<file path="config.mk">
export PLATFORM = sky130hd
export DESIGN_NAME = flt_mode_ctrl
export DESIGN_NICKNAME = d
export VERILOG_FILES = /design/src/rtl/flt_mode_pkg.sv /design/src/rtl/flt_input_cond.sv /design/src/rtl/flt_flag.sv /design/src/rtl/flt_fsm.sv /design/src/rtl/flt_mode_ctrl.sv
export SDC_FILE = /design/constraint.sdc
export NUM_CORES = 1
export LEC_CHECK = 0
export BUFFER_PORTS_ARGS = -buffer_cell sky130_fd_sc_hd__buf_2
export CORE_AREA = 5 5 42 44
export CTS_CLUSTER_SIZE = 28
export DETAILED_ROUTE_END_ITERATION = 10
export DIE_AREA = 0 0 47 49
export SETUP_SLACK_MARGIN = 0.5
export SLEW_MARGIN = 5
export SYNTH_ARGS = -nofsm -noshare
export SYNTH_HDL_FRONTEND = slang
export SYNTH_SLANG_ARGS = --single-unit
</file>
<file path="constraint.sdc">
create_clock -name clk -period 1.12 [get_ports clk]
set_input_delay 0.056 -clock clk [delete_from_list [all_inputs] [get_ports clk]]
set_output_delay 0.056 -clock clk [all_outputs]
set_load 0.05 [all_outputs]
</file>
<file path="src/rtl/flt_mode_pkg.sv">
package flt_mode_pkg;

  typedef enum logic [1:0] {
    ST_NORMAL   = 2'd0,
    ST_FAULTED  = 2'd1,
    ST_WAIT_BND = 2'd2
  } flt_state_e;

  // Release may be armed once the filtered input is inactive; latched mode
  // additionally needs the interrupt flag to be clear.
  function automatic logic release_ready(input logic latched,
                                         input logic fault_lvl,
                                         input logic flag);
    return !fault_lvl && (!latched || !flag);
  endfunction

  // Clock edges from a stable pin change to the registered reaction.
  function automatic int pin_latency(input int sync_stages, input int filt_cycles);
    return sync_stages + filt_cycles + 1;
  endfunction

endpackage

</file>
<file path="src/rtl/flt_input_cond.sv">
module flt_input_cond #(
  parameter int SYNC_STAGES = 2,
  parameter int FILT_CYCLES = 3
) (
  input  logic clk,
  input  logic rst_n,
  input  logic pin_n_i,
  output logic fault_lvl_o,
  output logic fault_fall_o
);
  localparam int CW = (FILT_CYCLES < 2) ? 1 : $clog2(FILT_CYCLES);

  logic [SYNC_STAGES-1:0] chain_q;
  logic                   samp;
  logic                   filt_q;
  logic                   filt_prev_q;
  logic [CW-1:0]          cnt_q;

  always_ff @(posedge clk or negedge rst_n) begin
    if (!rst_n) chain_q <= '1;
    else        chain_q <= {chain_q[SYNC_STAGES-2:0], pin_n_i};
  end

  assign samp = chain_q[SYNC_STAGES-1];

  // The filtered level flips only after FILT_CYCLES consecutive differing samples.
  always_ff @(posedge clk or negedge rst_n) begin
    if (!rst_n) begin
      filt_q      <= 1'b1;
      filt_prev_q <= 1'b1;
      cnt_q       <= '0;
    end else begin
      filt_prev_q <= filt_q;
      if (samp == filt_q) begin
        cnt_q <= '0;
      end else if (cnt_q == CW'(FILT_CYCLES - 1)) begin
        filt_q <= samp;
        cnt_q  <= '0;
      end else begin
        cnt_q <= cnt_q + CW'(1);
      end
    end
  end

  assign fault_lvl_o  = ~filt_q;
  assign fault_fall_o = filt_prev_q & ~filt_q;

  // a sample that agrees with the filtered level never flips it
  a_r3_filter_holds: assert property (@(posedge clk) disable iff (!rst_n)
    (samp == filt_q) |=> $stable(filt_q));

  // the counter never runs past its threshold
  a_r3_count_bound: assert property (@(posedge clk) disable iff (!rst_n)
    cnt_q <= CW'(FILT_CYCLES - 1));

endmodule

</file>
<file path="src/rtl/flt_flag.sv">
module flt_flag (
  input  logic clk,
  input  logic rst_n,
  input  logic set_i,
  input  logic clr_i,
  output logic flag_o
);
  logic flag_q;

  always_ff @(posedge clk or negedge rst_n) begin
    if (!rst_n)     flag_q <= 1'b0;
    else if (set_i) flag_q <= 1'b1;
    else if (clr_i) flag_q <= 1'b0;
  end

  assign flag_o = flag_q;

  // a set event wins over a simultaneous clear
  a_r9_set_wins: assert property (@(posedge clk) disable iff (!rst_n)
    set_i |=> flag_o);

  // a lone clear empties the flag
  a_r10_clear: assert property (@(posedge clk) disable iff (!rst_n)
    (clr_i && !set_i) |=> !flag_o);

  // the flag never drops without a clear strobe
  a_r10_only_strobe: assert property (@(posedge clk) disable iff (!rst_n)
    $fell(flag_o) |-> $past(clr_i));

endmodule

</file>
<file path="src/rtl/flt_fsm.sv">
module flt_fsm
  import flt_mode_pkg::*;
(
  input  logic clk,
  input  logic rst_n,
  input  logic latched_i,
  input  logic fault_lvl_i,
  input  logic manual_i,
  input  logic flag_i,
  input  logic boundary_i,
  output logic override_o
);
  flt_state_e state_q, state_d;
  logic       fault_now;
  logic       rel_ok;

  assign fault_now = fault_lvl_i | manual_i;
  assign rel_ok    = release_ready(latched_i, fault_lvl_i, flag_i) && !manual_i;

  always_comb begin
    state_d = state_q;
    case (state_q)
      ST_NORMAL:   if (fault_now) state_d = ST_FAULTED;
      ST_FAULTED:  if (rel_ok)    state_d = ST_WAIT_BND;
      ST_WAIT_BND: begin
        if (fault_now)       state_d = ST_FAULTED;
        else if (!rel_ok)    state_d = ST_FAULTED;
        else if (boundary_i) state_d = ST_NORMAL;
      end
      default:               state_d = ST_FAULTED;
    endcase
  end

  always_ff @(posedge clk or negedge rst_n) begin
    if (!rst_n) state_q <= ST_NORMAL;
    else        state_q <= state_d;
  end

  assign override_o = (state_q != ST_NORMAL);

  // any fault condition leaves the override active next cycle
  a_r2_fault_overrides: assert property (@(posedge clk) disable iff (!rst_n)
    fault_now |=> override_o);

  // the override only falls on a boundary pulse
  a_r6_boundary_only: assert property (@(posedge clk) disable iff (!rst_n)
    $fell(override_o) |-> $past(boundary_i));

  // latched mode with the flag set cannot leave the faulted state
  a_r5_latched_hold: assert property (@(posedge clk) disable iff (!rst_n)
    (state_q == ST_FAULTED && latched_i && flag_i) |=> (state_q == ST_FAULTED));

  // a fault while waiting cancels the pending release
  a_r7_wait_refault: assert property (@(posedge clk) disable iff (!rst_n)
    (state_q == ST_WAIT_BND && fault_now) |=> (state_q == ST_FAULTED));

  // faulted never goes straight to normal
  a_r6_no_skip: assert property (@(posedge clk) disable iff (!rst_n)
    (state_q == ST_FAULTED) |=> (state_q != ST_NORMAL));

endmodule

</file>
<file path="src/rtl/flt_mode_ctrl.sv">
module flt_mode_ctrl #(
  parameter int SYNC_STAGES = 2,
  parameter int FILT_CYCLES = 3
) (
  input  logic clk,
  input  logic rst_n,
  input  logic fault_n_i,
  input  logic mode_latched_i,
  input  logic manual_fault_i,
  input  logic flag_clr_i,
  input  logic boundary_i,
  output logic override_o,
  output logic irq_flag_o
);
  logic fault_lvl;
  logic fault_fall;
  logic set_evt;

  flt_input_cond #(
    .SYNC_STAGES(SYNC_STAGES),
    .FILT_CYCLES(FILT_CYCLES)
  ) u_cond (
    .clk         (clk),
    .rst_n       (rst_n),
    .pin_n_i     (fault_n_i),
    .fault_lvl_o (fault_lvl),
    .fault_fall_o(fault_fall)
  );

  assign set_evt = fault_fall | manual_fault_i;

  flt_flag u_flag (
    .clk   (clk),
    .rst_n (rst_n),
    .set_i (set_evt),
    .clr_i (flag_clr_i),
    .flag_o(irq_flag_o)
  );

  flt_fsm u_fsm (
    .clk        (clk),
    .rst_n      (rst_n),
    .latched_i  (mode_latched_i),
    .fault_lvl_i(fault_lvl),
    .manual_i   (manual_fault_i),
    .flag_i     (irq_flag_o),
    .boundary_i (boundary_i),
    .override_o (override_o)
  );

  // a manual strobe both overrides and flags on the next edge
  a_r8_manual: assert property (@(posedge clk) disable iff (!rst_n)
    manual_fault_i |=> (override_o && irq_flag_o));

  // a filtered falling edge sets the flag together with the override
  a_r2_fall_flags: assert property (@(posedge clk) disable iff (!rst_n)
    fault_fall |=> (irq_flag_o && override_o));

endmodule

</file>
Word-level counts from Yosys, hierarchy flattened
Cells that the tools add are included.
{"block": "classes", "add_sub_neg": 1, "n_eq_ne": 7, "n_mux": 10, "bitwise_logic": 5, "reduce_logical": 11}
{"cell": "2-bit 2-to-1 mux", "n": 7}
{"cell": "2-bit one-hot mux with 3 select lines", "n": 1}
{"cell": "2-bit == test (second input constant)", "n": 2}
{"cell": "2-bit by 1-bit != test with 1-bit output (second input constant)", "n": 2}
{"cell": "4-bit by 3-bit != test with 1-bit output (second input constant)", "n": 1}
{"cell": "2-bit nonzero test", "n": 2}
{"cell": "1-bit logical NOT", "n": 3}
{"cell": "3-bit AND reduction", "n": 1}
{"cell": "2-bit by 1-bit adder with 2-bit output (second input constant)", "n": 1}
{"cell": "2-bit by 1-bit == test with 1-bit output (second input constant)", "n": 1}
{"cell": "1-bit logical AND", "n": 2}
{"cell": "2-bit logical NOT", "n": 1}
{"cell": "1-bit 2-to-1 mux", "n": 2}
{"cell": "1-bit inverter", "n": 2}
{"cell": "1-bit bitwise OR", "n": 2}
{"cell": "2-bit AND reduction", "n": 1}
{"cell": "1-bit bitwise AND", "n": 1}
{"cell": "1-bit == test", "n": 1}
{"cell": "1-bit logical OR", "n": 1}
{"block": "totals", "register_bits": 9, "inputBits": 7}

Longest topological paths before layout
{"block": "depth", "ltp_word": 7, "depth_mapped": 2, "depth_no_buf": 2}

Modules after synthesis
Synthesis repeated with hierarchy kept, for this count alone.
{"block": "hier_totals", "hier_cells": 28, "area_unflattened_um2": 374.1}
{"mod": "flt_input_cond", "instances": 1, "cells_each": 13, "area_each_um2": 222.7}
{"mod": "flt_fsm", "instances": 1, "cells_each": 11, "area_each_um2": 108.9}
{"mod": "flt_flag", "instances": 1, "cells_each": 3, "area_each_um2": 36.3}
{"mod": "flt_mode_ctrl", "instances": 1, "cells_each": 1, "area_each_um2": 6.3}

Least setup slack after synthesis
Ideal clock, no wire load.
{"block": "synth_timing", "path_kind": "reg-to-reg", "from": "register u_flag.flag_o (netlist name)", "to": "register u_flag.flag_q, in the netlist u_flag.flag_o", "arrival_ns": 0.949, "required_ns": 0.994, "path_slack_ns": 0.045, "path_stages_with_launch": 2, "path_buffers": 0, "synth_period_minus_slack_ns": 1.075, "path_cell_list": "dfrtp_1 -> a221o_1"}
{"item": "end signal, assigned", "line_no": "flt_flag.sv:11", "rtl": "if (!rst_n) flag_q <= 1'b0;"}
{"item": "end signal, assigned", "line_no": "flt_flag.sv:12", "rtl": "else if (set_i) flag_q <= 1'b1;"}
{"item": "end signal, assigned", "line_no": "flt_flag.sv:13", "rtl": "else if (clr_i) flag_q <= 1'b0;"}
{"item": "end, declared", "line_no": "flt_flag.sv:8", "rtl": "logic flag_q;"}

Final worst setup path
{"block": "layout_timing", "from": "register u_fsm.state_q[0]", "to": "output port override_o"}
{"block": "layout_between", "elab_chain_len": 1}
{"item": "start, declared", "line_no": "flt_fsm.sv:13", "rtl": "flt_state_e state_q, state_d;"}
{"item": "start signal, assigned", "line_no": "flt_fsm.sv:36", "rtl": "else state_q <= state_d;"}
{"item": "2-bit nonzero test", "line_no": "flt_fsm.sv:39", "rtl": "assign override_o = (state_q != ST_NORMAL);"}
{"item": "end, declared", "line_no": "flt_mode_ctrl.sv:12", "rtl": "output logic override_o,"}
No other way between the ends.

==> results.json <==
{
  "core_um2": 1400,
  "antenna_cells": 0,
  "postSynthCellCount": 26,
  "cp-start-kind": "flip-flop",
  "area_delta_synth_final_pct": 60.5,
  "die_area_um2": 2300,
  "wl_per_cell_um": 11.0,
  "placed_area_um2": 428,
  "power_density_nw_per_um2": 2360,
  "fin_skew_ns": 0.00125,
  "grt-ovfl-total": 0,
  "synth.top_cell.area_share": 0.344,
  "switching_share": 0.304,
  "ys_seq_elements": 9,
  "final_common_cell": "buf_2",
  "grt_use_total": 0.0719,
  "r2r_slack_ns": 0.09,
  "synth_fp_nets": 33,
  "p_int_uw": 959,
  "min_from": "manual_fault_i",
  "rsz0062_at_grt": "true",
  "crit_required_ns": 1.06,
  "drt-vias-per-instance": 4.34,
  "cts.clk_slew.worst_paths_ns": 0.06,
  "clock-sinks": 9,
  "setup_viol": 0,
  "rr_worst_depth": 2,
  "grt_max_degree": 10,
  "start_util": 0.260,
  "htree_levels": 1,
  "cts_buffers": 3,
  "total_power_uw": 1380,
  "vdd_drop_max_v": 0.000947,
  "synth_area_um2": 364,
  "design_area_um2": 584,
  "fin_util": 0.417,
  "seq_power_share": 0.386,
  "synth_area_leaders": "dfrtp_1, dfstp_2, nor3b_2",
  "fmax_mhz": 927,
  "maxSlewHeadroom": 0.870,
  "dr.pass1.iters": 3,
  "drt_iter0_markers": 4,
  "gp_congestion": 0.642,
  "via_count": 269,
  "critPathMaxFanout": 2,
  "slew_viol_final": 0,
  "detail-route-antenna-nets": 0,
  "regToRegEndpoint": "u_flag.flag_o$_DFFE_PN0P_",
  "fin_nets": 54,
  "min_period_over_period": 0.963,
  "clkLatencyLatePin_ns": 0.25,
  "comb_power_share": 0.440,
  "cts-root-buf": "clkbuf_4",
  "cp-end-kind": "primary output",
  "period_minus_slack_ns": 1.08,
  "crit_start": "u_fsm.state_q[0]$_DFFE_PN0P_",
  "p_leak_uw": 0.000272,
  "cts.path.max_buffers": 2,
  "wirelength_um": 679,
  "max-cap-violations": 0,
  "p_switching_uw": 419,
  "worst-endpoint-arrival_ns": 1.02,
  "grt_pass1_vias": 289,
  "synth_largest_area_cell": "dfrtp_1",
  "antenna_found_initial": 0,
  "r2r_start": "u_cond.filt_q$_DFFE_PN1P_",
  "min_path_cells": 3,
  "hp-class": "input pin to flip-flop",
  "run_status": "finished, final reports clean",
  "synth_seq_area_share": 0.632,
  "drc": 0,
  "cts_tree": "done",
  "ios": 9,
  "final_cell_mix": "buf_2, buf_6, dfstp_2, dfrtp_1",
  "pwr-share-clk": 0.174,
  "die_width_um": 47,
  "rows": 14,
  "synth_warnings": 0,
  "min_to": "u_fsm.state_q[0]$_DFFE_PN0P_",
  "place_hpwl_um": 437,
  "drive_above_1_share": 0.674,
  "grt_pass1_wl_um": 1170,
  "path_class": "flip-flop to primary output",
  "avgSynthCellArea_um2": 14.0,
  "ys_types": 16,
  "finalHoldViolations": 0,
  "worstMarginPinSlew_ns": 0.195,
  "port-buffer-count": 8,
  "die_h_um": 49
}
-- synth_stat cells (all sizes together) --
cell type,instances
nor3,1
xnor2,1
nor3b,2
a21oi,1
o211a,1
a31oi,1
dfrtp,5
mux2,1
dfstp,4
nor2b,3
o21ai,1
inv,2
a221o,1
or2,1
nand2,1
-- worst max-delay path, cell delays in order (launching register included) --
cell and delay (ns):
dfrtp_1 0.37, or2_4 0.25, buf_6 0.15
-- worst max path at each step --
stage                                           end  slack, ns  cells past startpoint
after floorplan           u_flag.flag_o$_DFFE_PN0P_       0.13                      2
after global placement    u_flag.flag_o$_DFFE_PN0P_       0.12                      2
after detailed placement  u_flag.flag_o$_DFFE_PN0P_       0.09                      2
after CTS                                override_o       0.02                      2
after global routing                     override_o     -0.002                      2
final                                    override_o       0.04                      2
-- logic make-up after synthesis --
kind of cell           Yosys count  synth area share
AO/OA/AOI/OAI                    5            0.0996
XOR/XNOR                         1            0.0241
AND/OR/NAND/NOR                  8             0.182
buffers and inverters            2            0.0206
multiplexers                     1            0.0412
flip-flops                       9             0.632
-- power by group through the flow --
stage | Combinational, uW | Sequential, uW | Clock, uW
2_1_floorplan | 213 | 562 | 0
3_3_place_gp | 293 | 543 | 0
3_5_place_dp | 296 | 550 | 0
4_1_cts | 487 | 523 | 262
5_1_grt | 654 | 547 | 284
6_report | 607 | 533 | 239
-- final cells by class --
cell class / count / area, um2
tap: 16 / 20.0
sequential: 9 / 231
multi-input combinational: 15 / 166
inverter: 2 / 7.51
clock buffer: 4 / 26.3
fill: 143 / 817
timing repair buffer: 16 / 133
-- per-layer routing --
| metal | part of all wire | routed length (um) | GRT usage | vias up |
|---|---|---|---|---|
| met5 | 0 | 0 | 0 | - |
| met4 | 0 | 0 | 0.0276 | 0 |
| met3 | 0.10 | 69 | 0.0590 | 0 |
| met2 | 0.45 | 307 | 0.0860 | 9 |
| met1 | 0.44 | 301 | 0.0934 | 128 |
| li1 | - | - | - | 132 |
-- registers in the layout (all words and copies together) (netlist names) --
register / count
u_cond.cnt_q: 2
u_cond.chain_q: 2
u_cond.filt_q: 1
u_fsm.state_q: 2
u_cond.filt_prev_q: 1
u_flag.flag_o: 1
-- stage by stage --
stage	setup WS (ns)	cells	setup TNS [ns]	hold WS (ns)
after global routing	-0.00244	62	-0.00244	0.0530
after floorplan	0.128	26	0	-0.240
after detailed placement	0.0905	50	0	-0.0844
final	0.0417	62	0	0.0599
after global placement	0.117	50	0	-0.0895
after CTS	0.0235	61	0	0.0491
-- what timing repair did --
| item | CTS | global route |
|---|---|---|
| resized for setup | 9 | 7 |
| pin swaps | 1 | 0 |
| hold buffers | 2 | 0 |
| setup buffers | 5 | 1 |
| endpoints found under the setup margin | 9 | 9 |
| hold endpoints to repair | 10 | 0 |
No activity file was read; power rests on OpenSTA's default activity.
